$ cat src/rtl/spi_err_pkg.sv
// Shared register selects and register layouts for the SPI controller.
package spi_err_pkg;
    typedef enum logic [1:0] {
        SEL_CTRL = 2'd0,
        SEL_STAT = 2'd1,
        SEL_DATA = 2'd2
    } reg_sel_e;

    // Control layout, LSB last: bit0 en, bit1 master, bit2 cpol, bit3 cpha, bit4 ss_ign.
    typedef struct packed {
        logic ss_ign;
        logic cpha;
        logic cpol;
        logic master;
        logic en;
    } ctrl_t;

    // Status layout: bit0 done, bit1 mfault, bit2 wcol, bit3 sserr.
    typedef struct packed {
        logic sserr;
        logic wcol;
        logic mfault;
        logic done;
    } stat_t;
endpackage

$ cat src/rtl/spi_err_sync.sv
// Multi-stage synchronizer for asynchronous pin inputs.
// Assumes inputs change slowly compared to clk; adds STAGES cycles of latency.
module spi_err_sync #(
    parameter int               WIDTH   = 1,
    parameter int               STAGES  = 2,
    parameter logic [WIDTH-1:0] RST_VAL = '0
) (
    input  logic             clk,
    input  logic             rst_n,
    input  logic [WIDTH-1:0] d,
    output logic [WIDTH-1:0] q
);
    logic [WIDTH-1:0] stage [STAGES];

    // Shift the pin values through the stage chain.
    always_ff @(posedge clk) begin
        if (!rst_n) begin
            for (int i = 0; i < STAGES; i++) stage[i] <= RST_VAL;
        end else begin
            stage[0] <= d;
            for (int i = 1; i < STAGES; i++) stage[i] <= stage[i-1];
        end
    end

    assign q = stage[STAGES-1];
endmodule

$ cat src/rtl/spi_err_engine.sv
// Shift engine: master clock generation, slave edge detection, MSB-first
// shifting and byte completion. It is held in reset while enable is 0.
// Assumes the slave clock and select inputs are already synchronized.
module spi_err_engine
    import spi_err_pkg::*;
#(
    parameter int DW       = 8,
    parameter int DIV_HALF = 2
) (
    input  logic          clk,
    input  logic          rst_n,
    input  ctrl_t         ctrl,
    input  logic          ld,
    input  logic [DW-1:0] ld_data,
    input  logic          sck_s,
    input  logic          ss_s,
    input  logic          sdi,
    output logic          sck_o,
    output logic          sdo,
    output logic          busy,
    output logic          done_pulse,
    output logic          ss_abort,
    output logic [DW-1:0] rx_out
);
    localparam int BW  = $clog2(DW);
    localparam int EW  = $clog2(2 * DW);
    localparam int DVW = (DIV_HALF > 1) ? $clog2(DIV_HALF) : 1;

    logic [DW-1:0]  tx_sr, rx_sr, rx_next;
    logic [BW-1:0]  bitcnt;
    logic [EW-1:0]  ecnt;
    logic [DVW-1:0] divcnt;
    logic m_busy, sck_lvl, sck_prev, ss_prev;
    logic slave_mode, selected, tick, lead, trail, s_edge;
    logic sample_now, shift_now, last_bit, finish;

    assign slave_mode = ctrl.en & ~ctrl.master;
    assign selected   = slave_mode & (ctrl.ss_ign | ~ss_s);
    assign tick       = m_busy && (divcnt == DVW'(DIV_HALF - 1));
    assign s_edge     = selected && (sck_s != sck_prev);
    assign lead       = (tick && !ecnt[0]) || (s_edge && (sck_s != ctrl.cpol));
    assign trail      = (tick && ecnt[0])  || (s_edge && (sck_s == ctrl.cpol));
    assign sample_now = ctrl.cpha ? trail : lead;
    assign shift_now  = ctrl.cpha ? (lead && bitcnt != '0) : trail;
    assign rx_next    = {rx_sr[DW-2:0], sdi};
    assign last_bit   = sample_now && (bitcnt == BW'(DW - 1));
    assign finish     = ctrl.master ? (tick && ecnt == EW'(2 * DW - 1)) : last_bit;
    assign busy       = m_busy | selected;
    assign sck_o      = ctrl.cpol ^ sck_lvl;
    assign sdo        = tx_sr[DW-1];

    // Track previous synchronized clock and select levels for edge detection.
    always_ff @(posedge clk) begin
        if (!rst_n) begin
            sck_prev <= 1'b0;
            ss_prev  <= 1'b1;
        end else begin
            sck_prev <= sck_s;
            ss_prev  <= ss_s;
        end
    end

    // Transfer state: load, clock division, shifting, sampling, completion.
    always_ff @(posedge clk) begin
        if (!rst_n || !ctrl.en) begin
            tx_sr      <= '0;
            rx_sr      <= '0;
            rx_out     <= '0;
            bitcnt     <= '0;
            ecnt       <= '0;
            divcnt     <= '0;
            m_busy     <= 1'b0;
            sck_lvl    <= 1'b0;
            done_pulse <= 1'b0;
            ss_abort   <= 1'b0;
        end else begin
            done_pulse <= finish;
            ss_abort   <= slave_mode && !ctrl.ss_ign && ss_s && !ss_prev && (bitcnt != '0);
            if (ld && !busy) begin
                tx_sr <= ld_data;
                if (ctrl.master) begin
                    m_busy <= 1'b1;
                    ecnt   <= '0;
                    divcnt <= '0;
                    bitcnt <= '0;
                end
            end
            if (m_busy) begin
                divcnt <= tick ? '0 : divcnt + 1'b1;
                if (tick) begin
                    sck_lvl <= ~sck_lvl;
                    ecnt    <= ecnt + 1'b1;
                end
                if (finish) m_busy <= 1'b0;
            end
            if (shift_now) tx_sr <= {tx_sr[DW-2:0], 1'b0};
            if (sample_now) begin
                rx_sr  <= rx_next;
                bitcnt <= last_bit ? '0 : bitcnt + 1'b1;
            end
            if (finish) rx_out <= sample_now ? rx_next : rx_sr;
            if (slave_mode && !selected) bitcnt <= '0;
        end
    end

    // the master clock level only moves on a divider tick.
    assert_master_edges_R3: assert property (@(posedge clk) disable iff (!rst_n)
        (m_busy && !tick && ctrl.en) |=> $stable(sck_lvl));

    // a deselected slave starts every byte from bit zero.
    assert_slave_restart_R4: assert property (@(posedge clk) disable iff (!rst_n)
        (slave_mode && !selected) |=> (bitcnt == '0));
endmodule

$ cat src/rtl/spi_err_regs.sv
// Control register, status flags with their clear sequences, receive buffer
// and interrupt outputs. Assumes reg_rd and reg_wr are one-cycle strobes.
module spi_err_regs
    import spi_err_pkg::*;
#(
    parameter int DW = 8
) (
    input  logic          clk,
    input  logic          rst_n,
    input  logic [1:0]    reg_sel,
    input  logic          reg_wr,
    input  logic          reg_rd,
    input  logic [DW-1:0] reg_wdata,
    output logic [DW-1:0] reg_rdata,
    input  logic          ss_s,
    input  logic          busy,
    input  logic          done_pulse,
    input  logic          ss_abort,
    input  logic [DW-1:0] rx_in,
    output ctrl_t         ctrl,
    output logic          ld,
    output logic          irq_done,
    output logic          irq_err
);
    stat_t         st;
    logic [DW-1:0] rxbuf;
    logic arm_done, arm_mf, arm_wc;
    logic ctrl_wr, stat_rd, data_wr, data_acc, mf_hit;

    assign ctrl_wr  = reg_wr && (reg_sel == SEL_CTRL);
    assign stat_rd  = reg_rd && (reg_sel == SEL_STAT);
    assign data_wr  = reg_wr && (reg_sel == SEL_DATA);
    assign data_acc = (reg_wr || reg_rd) && (reg_sel == SEL_DATA);
    assign mf_hit   = ctrl.en && ctrl.master && !ctrl.ss_ign && !ss_s;
    assign ld       = data_wr;
    assign irq_done = st.done;
    assign irq_err  = st.mfault & ~ctrl.ss_ign;

    // Control register; a mode fault overrides enable and master.
    always_ff @(posedge clk) begin
        if (!rst_n) begin
            ctrl <= '0;
        end else begin
            if (ctrl_wr) ctrl <= ctrl_t'(reg_wdata[4:0]);
            if (mf_hit) begin
                ctrl.en     <= 1'b0;
                ctrl.master <= 1'b0;
            end
        end
    end

    // Status flags, clear-sequence arming and receive buffer.
    always_ff @(posedge clk) begin
        if (!rst_n) begin
            st       <= '0;
            rxbuf    <= '0;
            arm_done <= 1'b0;
            arm_mf   <= 1'b0;
            arm_wc   <= 1'b0;
        end else begin
            if (stat_rd) begin
                arm_done <= st.done;
                arm_mf   <= st.mfault;
                arm_wc   <= st.wcol;
            end
            if (data_acc) begin
                arm_done <= 1'b0;
                arm_wc   <= 1'b0;
            end
            if (ctrl_wr) arm_mf <= 1'b0;

            if (done_pulse)                st.done <= 1'b1;
            else if (data_acc && arm_done) st.done <= 1'b0;

            if (mf_hit)                    st.mfault <= 1'b1;
            else if (ctrl_wr && arm_mf)    st.mfault <= 1'b0;

            if (data_wr && busy)           st.wcol <= 1'b1;
            else if (data_acc && arm_wc)   st.wcol <= 1'b0;

            if (!ctrl.en)                  st.sserr <= 1'b0;
            else if (ss_abort)             st.sserr <= 1'b1;

            if (done_pulse && !st.done) rxbuf <= rx_in;
        end
    end

    // Read multiplexer.
    always_comb begin
        case (reg_sel)
            SEL_CTRL: reg_rdata = {{(DW-5){1'b0}}, ctrl};
            SEL_STAT: reg_rdata = {{(DW-4){1'b0}}, st};
            SEL_DATA: reg_rdata = rxbuf;
            default:  reg_rdata = '0;
        endcase
    end

    // a mode fault leaves the controller disabled and out of master mode.
    assert_fault_disables_R6: assert property (@(posedge clk) disable iff (!rst_n)
        $rose(st.mfault) |-> (!ctrl.en && !ctrl.master));

    // with the select pin ignored, no new mode fault appears.
    assert_masked_no_fault_R8: assert property (@(posedge clk) disable iff (!rst_n)
        (ctrl.ss_ign && !st.mfault) |=> !st.mfault);

    // a data write during a transfer raises the collision flag.
    assert_collision_flag_R9: assert property (@(posedge clk) disable iff (!rst_n)
        (data_wr && busy) |=> st.wcol);

    // the deselect error survives while enable stays 1.
    assert_sserr_sticky_R10: assert property (@(posedge clk) disable iff (!rst_n)
        (ctrl.en && st.sserr) |=> st.sserr);

    // a byte completing while the flag is set leaves the buffer alone.
    assert_keep_first_R11: assert property (@(posedge clk) disable iff (!rst_n)
        (st.done && done_pulse) |=> $stable(rxbuf));
endmodule

$ cat src/rtl/spi_err_ctrl.sv
// Top of the SPI controller: pin synchronizers, shift engine and registers.
// Assumes sck_i and ss_n_i are asynchronous; sdi is sampled only on clock edges.
module spi_err_ctrl
    import spi_err_pkg::*;
#(
    parameter int DW          = 8,
    parameter int DIV_HALF    = 2,
    parameter int SYNC_STAGES = 2
) (
    input  logic          clk,
    input  logic          rst_n,
    input  logic [1:0]    reg_sel,
    input  logic          reg_wr,
    input  logic          reg_rd,
    input  logic [DW-1:0] reg_wdata,
    output logic [DW-1:0] reg_rdata,
    input  logic          sck_i,
    input  logic          ss_n_i,
    input  logic          sdi,
    output logic          sck_o,
    output logic          sdo,
    output logic          irq_done,
    output logic          irq_err
);
    ctrl_t         ctrl;
    logic [1:0]    pins_s;
    logic          busy, done_pulse, ss_abort, ld;
    logic [DW-1:0] rx_byte;

    spi_err_sync #(.WIDTH(2), .STAGES(SYNC_STAGES), .RST_VAL(2'b10)) u_sync (
        .clk(clk), .rst_n(rst_n), .d({ss_n_i, sck_i}), .q(pins_s)
    );

    spi_err_engine #(.DW(DW), .DIV_HALF(DIV_HALF)) u_engine (
        .clk(clk), .rst_n(rst_n), .ctrl(ctrl), .ld(ld), .ld_data(reg_wdata),
        .sck_s(pins_s[0]), .ss_s(pins_s[1]), .sdi(sdi), .sck_o(sck_o), .sdo(sdo),
        .busy(busy), .done_pulse(done_pulse), .ss_abort(ss_abort), .rx_out(rx_byte)
    );

    spi_err_regs #(.DW(DW)) u_regs (
        .clk(clk), .rst_n(rst_n), .reg_sel(reg_sel), .reg_wr(reg_wr), .reg_rd(reg_rd),
        .reg_wdata(reg_wdata), .reg_rdata(reg_rdata), .ss_s(pins_s[1]), .busy(busy),
        .done_pulse(done_pulse), .ss_abort(ss_abort), .rx_in(rx_byte), .ctrl(ctrl),
        .ld(ld), .irq_done(irq_done), .irq_err(irq_err)
    );
endmodule

$ cat config.mk
export PLATFORM = sky130hd
export DESIGN_NAME = spi_err_ctrl
export DESIGN_NICKNAME = d
export VERILOG_FILES = /design/src/rtl/spi_err_pkg.sv /design/src/rtl/spi_err_sync.sv /design/src/rtl/spi_err_engine.sv /design/src/rtl/spi_err_regs.sv /design/src/rtl/spi_err_ctrl.sv
export SDC_FILE = /design/constraint.sdc
export NUM_CORES = 1
export LEC_CHECK = 0
export BUFFER_PORTS_ARGS = -buffer_cell sky130_fd_sc_hd__buf_4
export CAP_MARGIN = 20
export CORE_MARGIN = 2
export CORE_UTILIZATION = 39
export CTS_CLUSTER_DIAMETER = 150
export DETAILED_ROUTE_END_ITERATION = 10
export PLACE_DENSITY = 0.63
export SLEW_MARGIN = 10
export SYNTH_ARGS = -nofsm -noshare
export SYNTH_HDL_FRONTEND = slang
export SYNTH_HIERARCHICAL = 1
export SYNTH_SLANG_ARGS = --single-unit
$ cat constraint.sdc
create_clock -name clk -period 1.7 [get_ports clk]
set_input_delay 0.17 -clock clk [delete_from_list [all_inputs] [get_ports clk]]
set_output_delay 0.17 -clock clk [all_outputs]
set_load 0.05 [all_outputs]
==> results of run 1 <==
worst reg2reg max path: stages, from the launching register on:
cell     delay [ps]
dfxtp_2         320
and2b_4         200
o41ai_4         430
mux2i_4         170
buf_12          190
mux2i_2         200
a21oi_1          90
registers in the layout (all words and copies together) (netlist names), 3 cells and up:
signal and count:
u_engine/tx_sr 8, u_sync/stage 4, u_engine/rx_out 8, u_engine/rx_sr 8
u_engine/ecnt 4, u_regs/rxbuf 8, u_engine/bitcnt 3, u_regs/ctrl 5
u_regs/st 3
cell usage after synthesis, drive strengths merged, types with 2 or more instances:
cell / n
nand2: 21
nor2b: 16
buf: 9
xor2: 4
o41ai: 2
nor3b: 3
a31o: 2
ha: 4
nand3b: 2
a22o: 2
xnor2: 4
o21ai: 19
dfxtp: 62
and2: 11
inv: 4
nand4: 3
a21oi: 16
nand2b: 7
or3: 6
nor4: 2
nor2: 19
mux2i: 34
clkbuf: 7
nand3: 22
o21a: 2
logic make-up (layout without fill, tap and decap cells):
family,after synthesis,after routing
AND/OR/NAND/NOR,119,119
flip-flops,62,62
XOR/XNOR,8,8
multiplexers,34,34
buffers and inverters,20,75
adder cells (fa/ha/maj),4,4
AO/OA/AOI/OAI,46,47
layout make-up:
| class | count | area, sq um | share of cell area |
|---|---|---|---|
| multi-input cells | 212 | 1620 | 0.439 |
| clock buffers | 12 | 155 | 0.0420 |
| clock inverters | 3 | 43.8 | 0.0119 |
| flip-flops and latches | 62 | 1250 | 0.338 |
| repair buffers | 56 | 488 | 0.132 |
| inverters | 4 | 15.0 | 0.00407 |
| well taps | 96 | 120 | 0.0325 |
power groups by stage:
stage | logic [W] | clock network, W | registers (W)
global placement | 0.000170 | 0 | 0.00150
global route | 0.000196 | 0.00139 | 0.00147
CTS | 0.000173 | 0.00132 | 0.00147
detailed placement | 0.000172 | 0 | 0.00150
finish | 0.000183 | 0.00129 | 0.00147
floorplan | 0.0000923 | 0 | 0.00150
cell usage in the layout, fill, tap and decap left out, types with 7 or more instances in the layout:
master,count
and2_1,9
o21ai_0,7
buf_4,51
o21ai_1,12
a21oi_1,12
nand3_1,22
nand2_1,21
mux2i_4,7
mux2i_1,26
nor2_1,19
dfxtp_1,58
nor2b_1,16
clkbuf_8,11
routing by layer:
metal	vias to the layer above	global-route usage	part of all wire
li1	1129	-	-
met1	1053	0.221	0.49
met2	30	0.238	0.46
met3	6	0.0345	0.032
met4	0	0.0950	0.016
met5	-	0	0
what timing repair did:
action,4_1_cts,5_1_grt
gates cloned,0,2
setup endpoints to repair,23,29
hold endpoints to repair,0,0
pin swaps,2,19
setup buffers,0,2
resized for setup,3,41
metrics by stage:
stage | setup TNS (ps) | hold WS [ps] | area [sq um]
floorplan | 0 | 243 | 2770
global placement | -308 | 351 | 3240
detailed placement | -696 | 356 | 3240
CTS | -440 | 0.410 | 3450
global route | -1070 | 8.35 | 3690
finish | -54.9 | 16.2 | 3690
final timing paths:
path / from / to / slack [ps] / depth (start not counted)
max: u_regs/ctrl[4] / u_engine/rx_out[1] / -20 / 6
min: ss_n_i / u_sync/stage[0][1] / 20 / 2
max reg2reg: u_regs/ctrl[4] / u_engine/rx_out[1] / -20 / 6
min reg2reg: u_engine/ss_prev / u_engine/ss_abort / 400 / 1
==> metrics.md, run 1 <==
| Metric | Value |
|---|---|
| Status | finished with violations |
| Failing checks | negative setup slack |
| CP max stage cell | o41ai_4 |
| Flop pwr share | 0.499 |
| Ys Warns | 6 |
| First-pass GRT wire length | between 9000 and 10000 um |
| Layout cells sized above 1 | 0.298 |
| Power share of the clock group | 0.439 |
| Top post-synthesis cells by area | dfxtp_1 45%, mux2i_1 12%, nand3_1 4.0% |
| Fin crit period | 1720 ps |
| Most used flip-flop cell after synthesis | dfxtp_1 |
| Psw | 0.000648 W |
| Initial DRC count | between 70 and 80 |
| Post-synthesis simple-gate area fraction | 0.237 |
| VDD IR max | 325 uV |
| Max-slew violation count | 0 |
| Routed length per instance | roughly 14 um |
| Post-route ant nets | 0 |
| Adder-cell share of the synthesized area | 0.0181 |
| Final core occ | 0.540 |
| Final hold vios | 0 |
| Detailed Place HPWL | 4220 um |
| Crit Path Max Fanout | 8 |
| Initial core utilization | 0.406 |
| Clk buf depth | 2 |
| RSZ-0062 raised after global routing | yes |
| Clock Latency Late Sink | roughly 340 ps |
| Area of the die | between 7000 and 8000 sq um |
| CP Data Required Time | between 1500 and 2000 ps |
| CP max stage delay | roughly 430 ps |
| Clock Sinks | 62 |
| Mapped Nets | 314 |
| Cell-internal power | roughly 0.0023 W |
| Post-synthesis async set-or-reset flop share | 0 |
| CP arrival | 1930 ps |
| Cell chain of the critical path | and2b_4, o41ai_4, mux2i_4, buf_12, mux2i_2, a21oi_1 |
| Clock Skews | 10.0 ps |
| # DRC | 0 |
| H-tree levels | 3 |
| Vias per cell | 4.98 |
| Vias post-DR | 2218 |
| Filler instances | 601 |
| Largest area contributor in the netlist | dfxtp_1 |
| Initial antenna violation count | 0 |
| Fin worst setup slack | -16.5 ps |
| Core area | 6830 sq um |
| Worst-path clk slew | around 60 ps |
| Pre-Repair DR Iteration Count | 4 |
| Post-synth EDFFs | 0 |
| Final Total Pwr | 0.00295 W |
| Number of distinct library cells after synthesis | 43 |
| DRT Wirelength | 6350 um |
| Worst Hold Class | input pin to register |
| Vias in the first global route | 2041 |
| Routability-driven placement congestion ratio | 0.802 |
| Area share of the largest cell type after synthesis | 0.448 |
| Least-Margin Pin Slew | 502 ps |
| Final Cycle Share | 1.01 |
| PwrDens | approximately 800 nW/um^2 |
| Synth Area in Compound Gates | 0.103 |
| TritonCTS clock tree | yes |
| Final Net Count | 366 |
| CP Buf/Inv Count | 1 |
| Crit start category | register |
| Total Routing Usage GR | 0.163 |
| Delay-heaviest family, CP | compound AO/OA/AOI/OAI gates |
| Remaining Overflow, GRT | 0 |
| Port Buffers | 28 |
| # IOs | 29 |
| Chip Height | 88.3 um |
| WS Path Type | register to register |
| Post-synthesis mux area share | 0.124 |
| Layout Cells excl Fill | 445 |
| Area growth from synthesis to layout | 33.2% |
| Place WS | -49.5 ps |
| Fmax | around 580 MHz |
| Leak | 1.46 nW |
| Largest family of logic cells by synthesized area | simple AND/OR/NAND/NOR gates |
| Post-synthesis xor/xnor area fraction | 0.0253 |
| Setup violators final | 5 |
| Syn Std Cell Area | 2770 sq um |
| Cell count after synthesis | a little under 300 |
| Clock Tree Root | clkbuf_8 |
| Switching share of power | 0.220 |
| Synthesized flop and latch total | 62 |
| Site row count | 30 |
| Gate power share | 0.062 |
| Hold-fix buffers, CTS | 0 |
| Relative slew slack | 0.664 |
| Die Width | 88.3 um |
| Placed insts | 427 |
| Critical Path End Type | register |
| # diodes | 0 |
| Post-synthesis sequential area ratio | 0.448 |
| Largest net degree at the start of global routing | 32 |
| CTS Buf Count | 9 |
| MaxCap Viol Count | 0 |
| Syn Area/Cell | 9.46 sq um |
(Power assumes the default switching activity.)
==> run 2: changes to the inputs <==
PLACE_DENSITY = 0.61   (was 0.63)
clock period = 2 ns   (was 1.7 ns; I/O delays follow)
==> metrics.md, run 2 (synthesized netlist as in run 1, its figures left out) <==
| Metric | Value |
|---|---|
| Delay-heaviest family, CP | simple AND/OR/NAND/NOR gates |
| Placed Area | between 3000 and 4000 sq um |
| Initial DRC count | 151 |
| Pre-Repair DR Iteration Count | 4 |
| Detailed Place HPWL | 4050 um |
| Crit Path Max Fanout | 13 |
| Cell chain of the critical path | and2b_4, o41ai_2, mux2i_2, buf_12, or3b_1, a21oi_1 |
| Final Net Count | 349 |
| Hold Crit Start | ss_n_i |
| Area of the die | approximately 7800 sq um |
| Final hold vios | 0 |
| Worst-path clk slew | 60 ps |
| Layout cells sized above 1 | 0.205 |
| # diodes | 0 |
| Largest net degree at the start of global routing | 28 |
| R2r endpoint | u_engine/bitcnt[2] |
| Relative slew slack | 0.668 |
| CP arrival | 2150 ps |
| Area occupied by registers | between 1000 and 1500 sq um |
| Die Width | approximately 88 um |
| Routed length per instance | between 10 and 15 um |
| TritonCTS clock tree | yes |
| Remaining Overflow, GRT | 0 |
| Area growth from synthesis to layout | 20.7% |
| R2R setup slack | 110 ps |
| Critical Path End Type | register |
| Port Buffers | 28 |
| Cells on Worst Hold Path | 2 |
| H-tree levels | 3 |
| Site row count | 30 |
| Most common cell after layout, fill and taps aside | dfxtp_1 |
| FF-to-FF path depth | 6 |
| # DRC | 0 |
| Final Cell Area | 3350 sq um |
| Fmax | 530 MHz |
| Worst-case hold path end point | u_sync/stage[0][1] |
| MaxCap Viol Count | 0 |
| Setup violators final | 0 |
| Area of the multi-input gates | 1420 sq um |
| Routability-driven placement congestion ratio | 0.819 |
| Final Cycle Share | 0.944 |
| Vias in the first global route | 2017 |
| Initial antenna violation count | 0 |
| Chip Height | 88.3 um |
| Crit start category | register |
| RSZ-0062 raised after global routing | no |
| PwrDens | 779 nW/um^2 |
| Leak | 1.37 nW |
| CP Data Required Time | 2260 ps |
| CP max stage cell | o41ai_2 |
| Setup total negative slack | 0 ps |
| Post-route ant nets | 0 |
| Clock Tree Root | clkbuf_8 |
| Hold-fix buffers, CTS | 0 |
| Clock Skews | just over 7 ps |
| CP max stage delay | 420 ps |
| Clk buf depth | 2 |
| Worst r2r src | u_regs/ctrl[4] |
| DRT Wirelength | 5840 um |
| Clock Sinks | 62 |
| Filler instances | ~650 |
| Total Routing Usage GR | 0.162 |
| Status | finished clean |
| Initial core utilization | 0.406 |
| Clock Latency Late Sink | 340 ps |
| CTS Buf Count | 9 |
| # IOs | 29 |
| Vias per cell | between 4 and 5 |
| VDD IR max | approximately 290 uV |
| Final core occ | 0.490 |
| Vias post-DR | 2111 |
| Fin crit period | 1890 ps |
| Least-Margin Pin Slew | 497 ps |
| Max-slew violation count | 0 |
| CP Buf/Inv Count | 1 |
| Core area | 6830 sq um |
| Worst Hold Class | input pin to register |
| First-pass GRT wire length | roughly 9600 um |
| Commonest non-fill, non-tap cells in the layout | 60 x dfxtp_1, 38 x buf_4, 33 x mux2i_1 |
| WS Path Type | register to register |
[run 2: cell types whose count changed in the layout (fill, tap and decap cells not counted), sizes merged]
| cell | delta |
|---|---|
| clkbuf | -2 |
| buf | -15 |
| a22o | -1 |
| bufinv | +1 |
[run 2: metrics by stage]
| step | total power (W) | hold WS, ps | cells | worst slack (ps) |
|---|---|---|---|---|
| floorplan | 0.00135 | 273 | 293 | 170 |
| global placement | 0.00140 | 381 | 412 | 225 |
| detailed placement | 0.00140 | 390 | 412 | 147 |
| CTS | 0.00263 | 42.6 | 427 | 112 |
| global route | 0.00269 | 40.9 | 428 | 29.2 |
| finish | 0.00261 | 49.7 | 428 | 112 |
[run 2: cell type report]
cell class              instances  share of cell area
flip-flops and latches         62               0.372
clock inverters                 4              0.0209
inverters                       4             0.00449
clock buffers                  11              0.0453
repair buffers                 40              0.0972
multi-input cells             211               0.424
well taps                      96              0.0359
[run 2: layer usage]
layer | global-route usage | part of all wire | vias to the layer above
met3 | 0.0466 | 0.042 | 6
met2 | 0.247 | 0.45 | 39
met4 | 0.0702 | 0.015 | 0
met5 | 0 | 0 | -
met1 | 0.215 | 0.50 | 977
li1 | - | - | 1089
[run 2: how the worst max path moves through the flow]
stage / startpoint / end / slack (ps) / cells after the start
5_1_grt: u_regs/ctrl[4] / u_engine/bitcnt[2] / 30 / 6
2_1_floorplan: u_regs/ctrl[1] / reg_rdata[1] / 170 / 2
4_1_cts: u_regs/ctrl[2] / u_engine/bitcnt[2] / 110 / 6
3_3_place_gp: u_sync/stage[0][3] / u_engine/bitcnt[2] / 220 / 6
6_report: u_regs/ctrl[4] / u_engine/bitcnt[2] / 110 / 6
3_5_place_dp: u_regs/ctrl[4] / u_engine/bitcnt[2] / 150 / 6
[run 2: what timing repair did]
action                                  4_1_cts  5_1_grt
setup buffers                                 0        1
endpoints found under the setup margin        0        1
gates resized for setup                       0        3
[run 2: report_power, final]
part / internal, W / switching (W) / leakage, nW
Combinational: 0.0000591 / 0.0000692 / 0.750
Clock: 0.000758 / 0.000469 / 0.115
Sequential: 0.00124 / 0.00000707 / 0.501
[run 2: worst reg2reg max path, cell delays in order, from the launching register on]
cell     delay [ps]
dfxtp_1         340
and2b_4         220
o41ai_2         420
mux2i_2         150
buf_12          180
or3b_1          350
a21oi_1         150
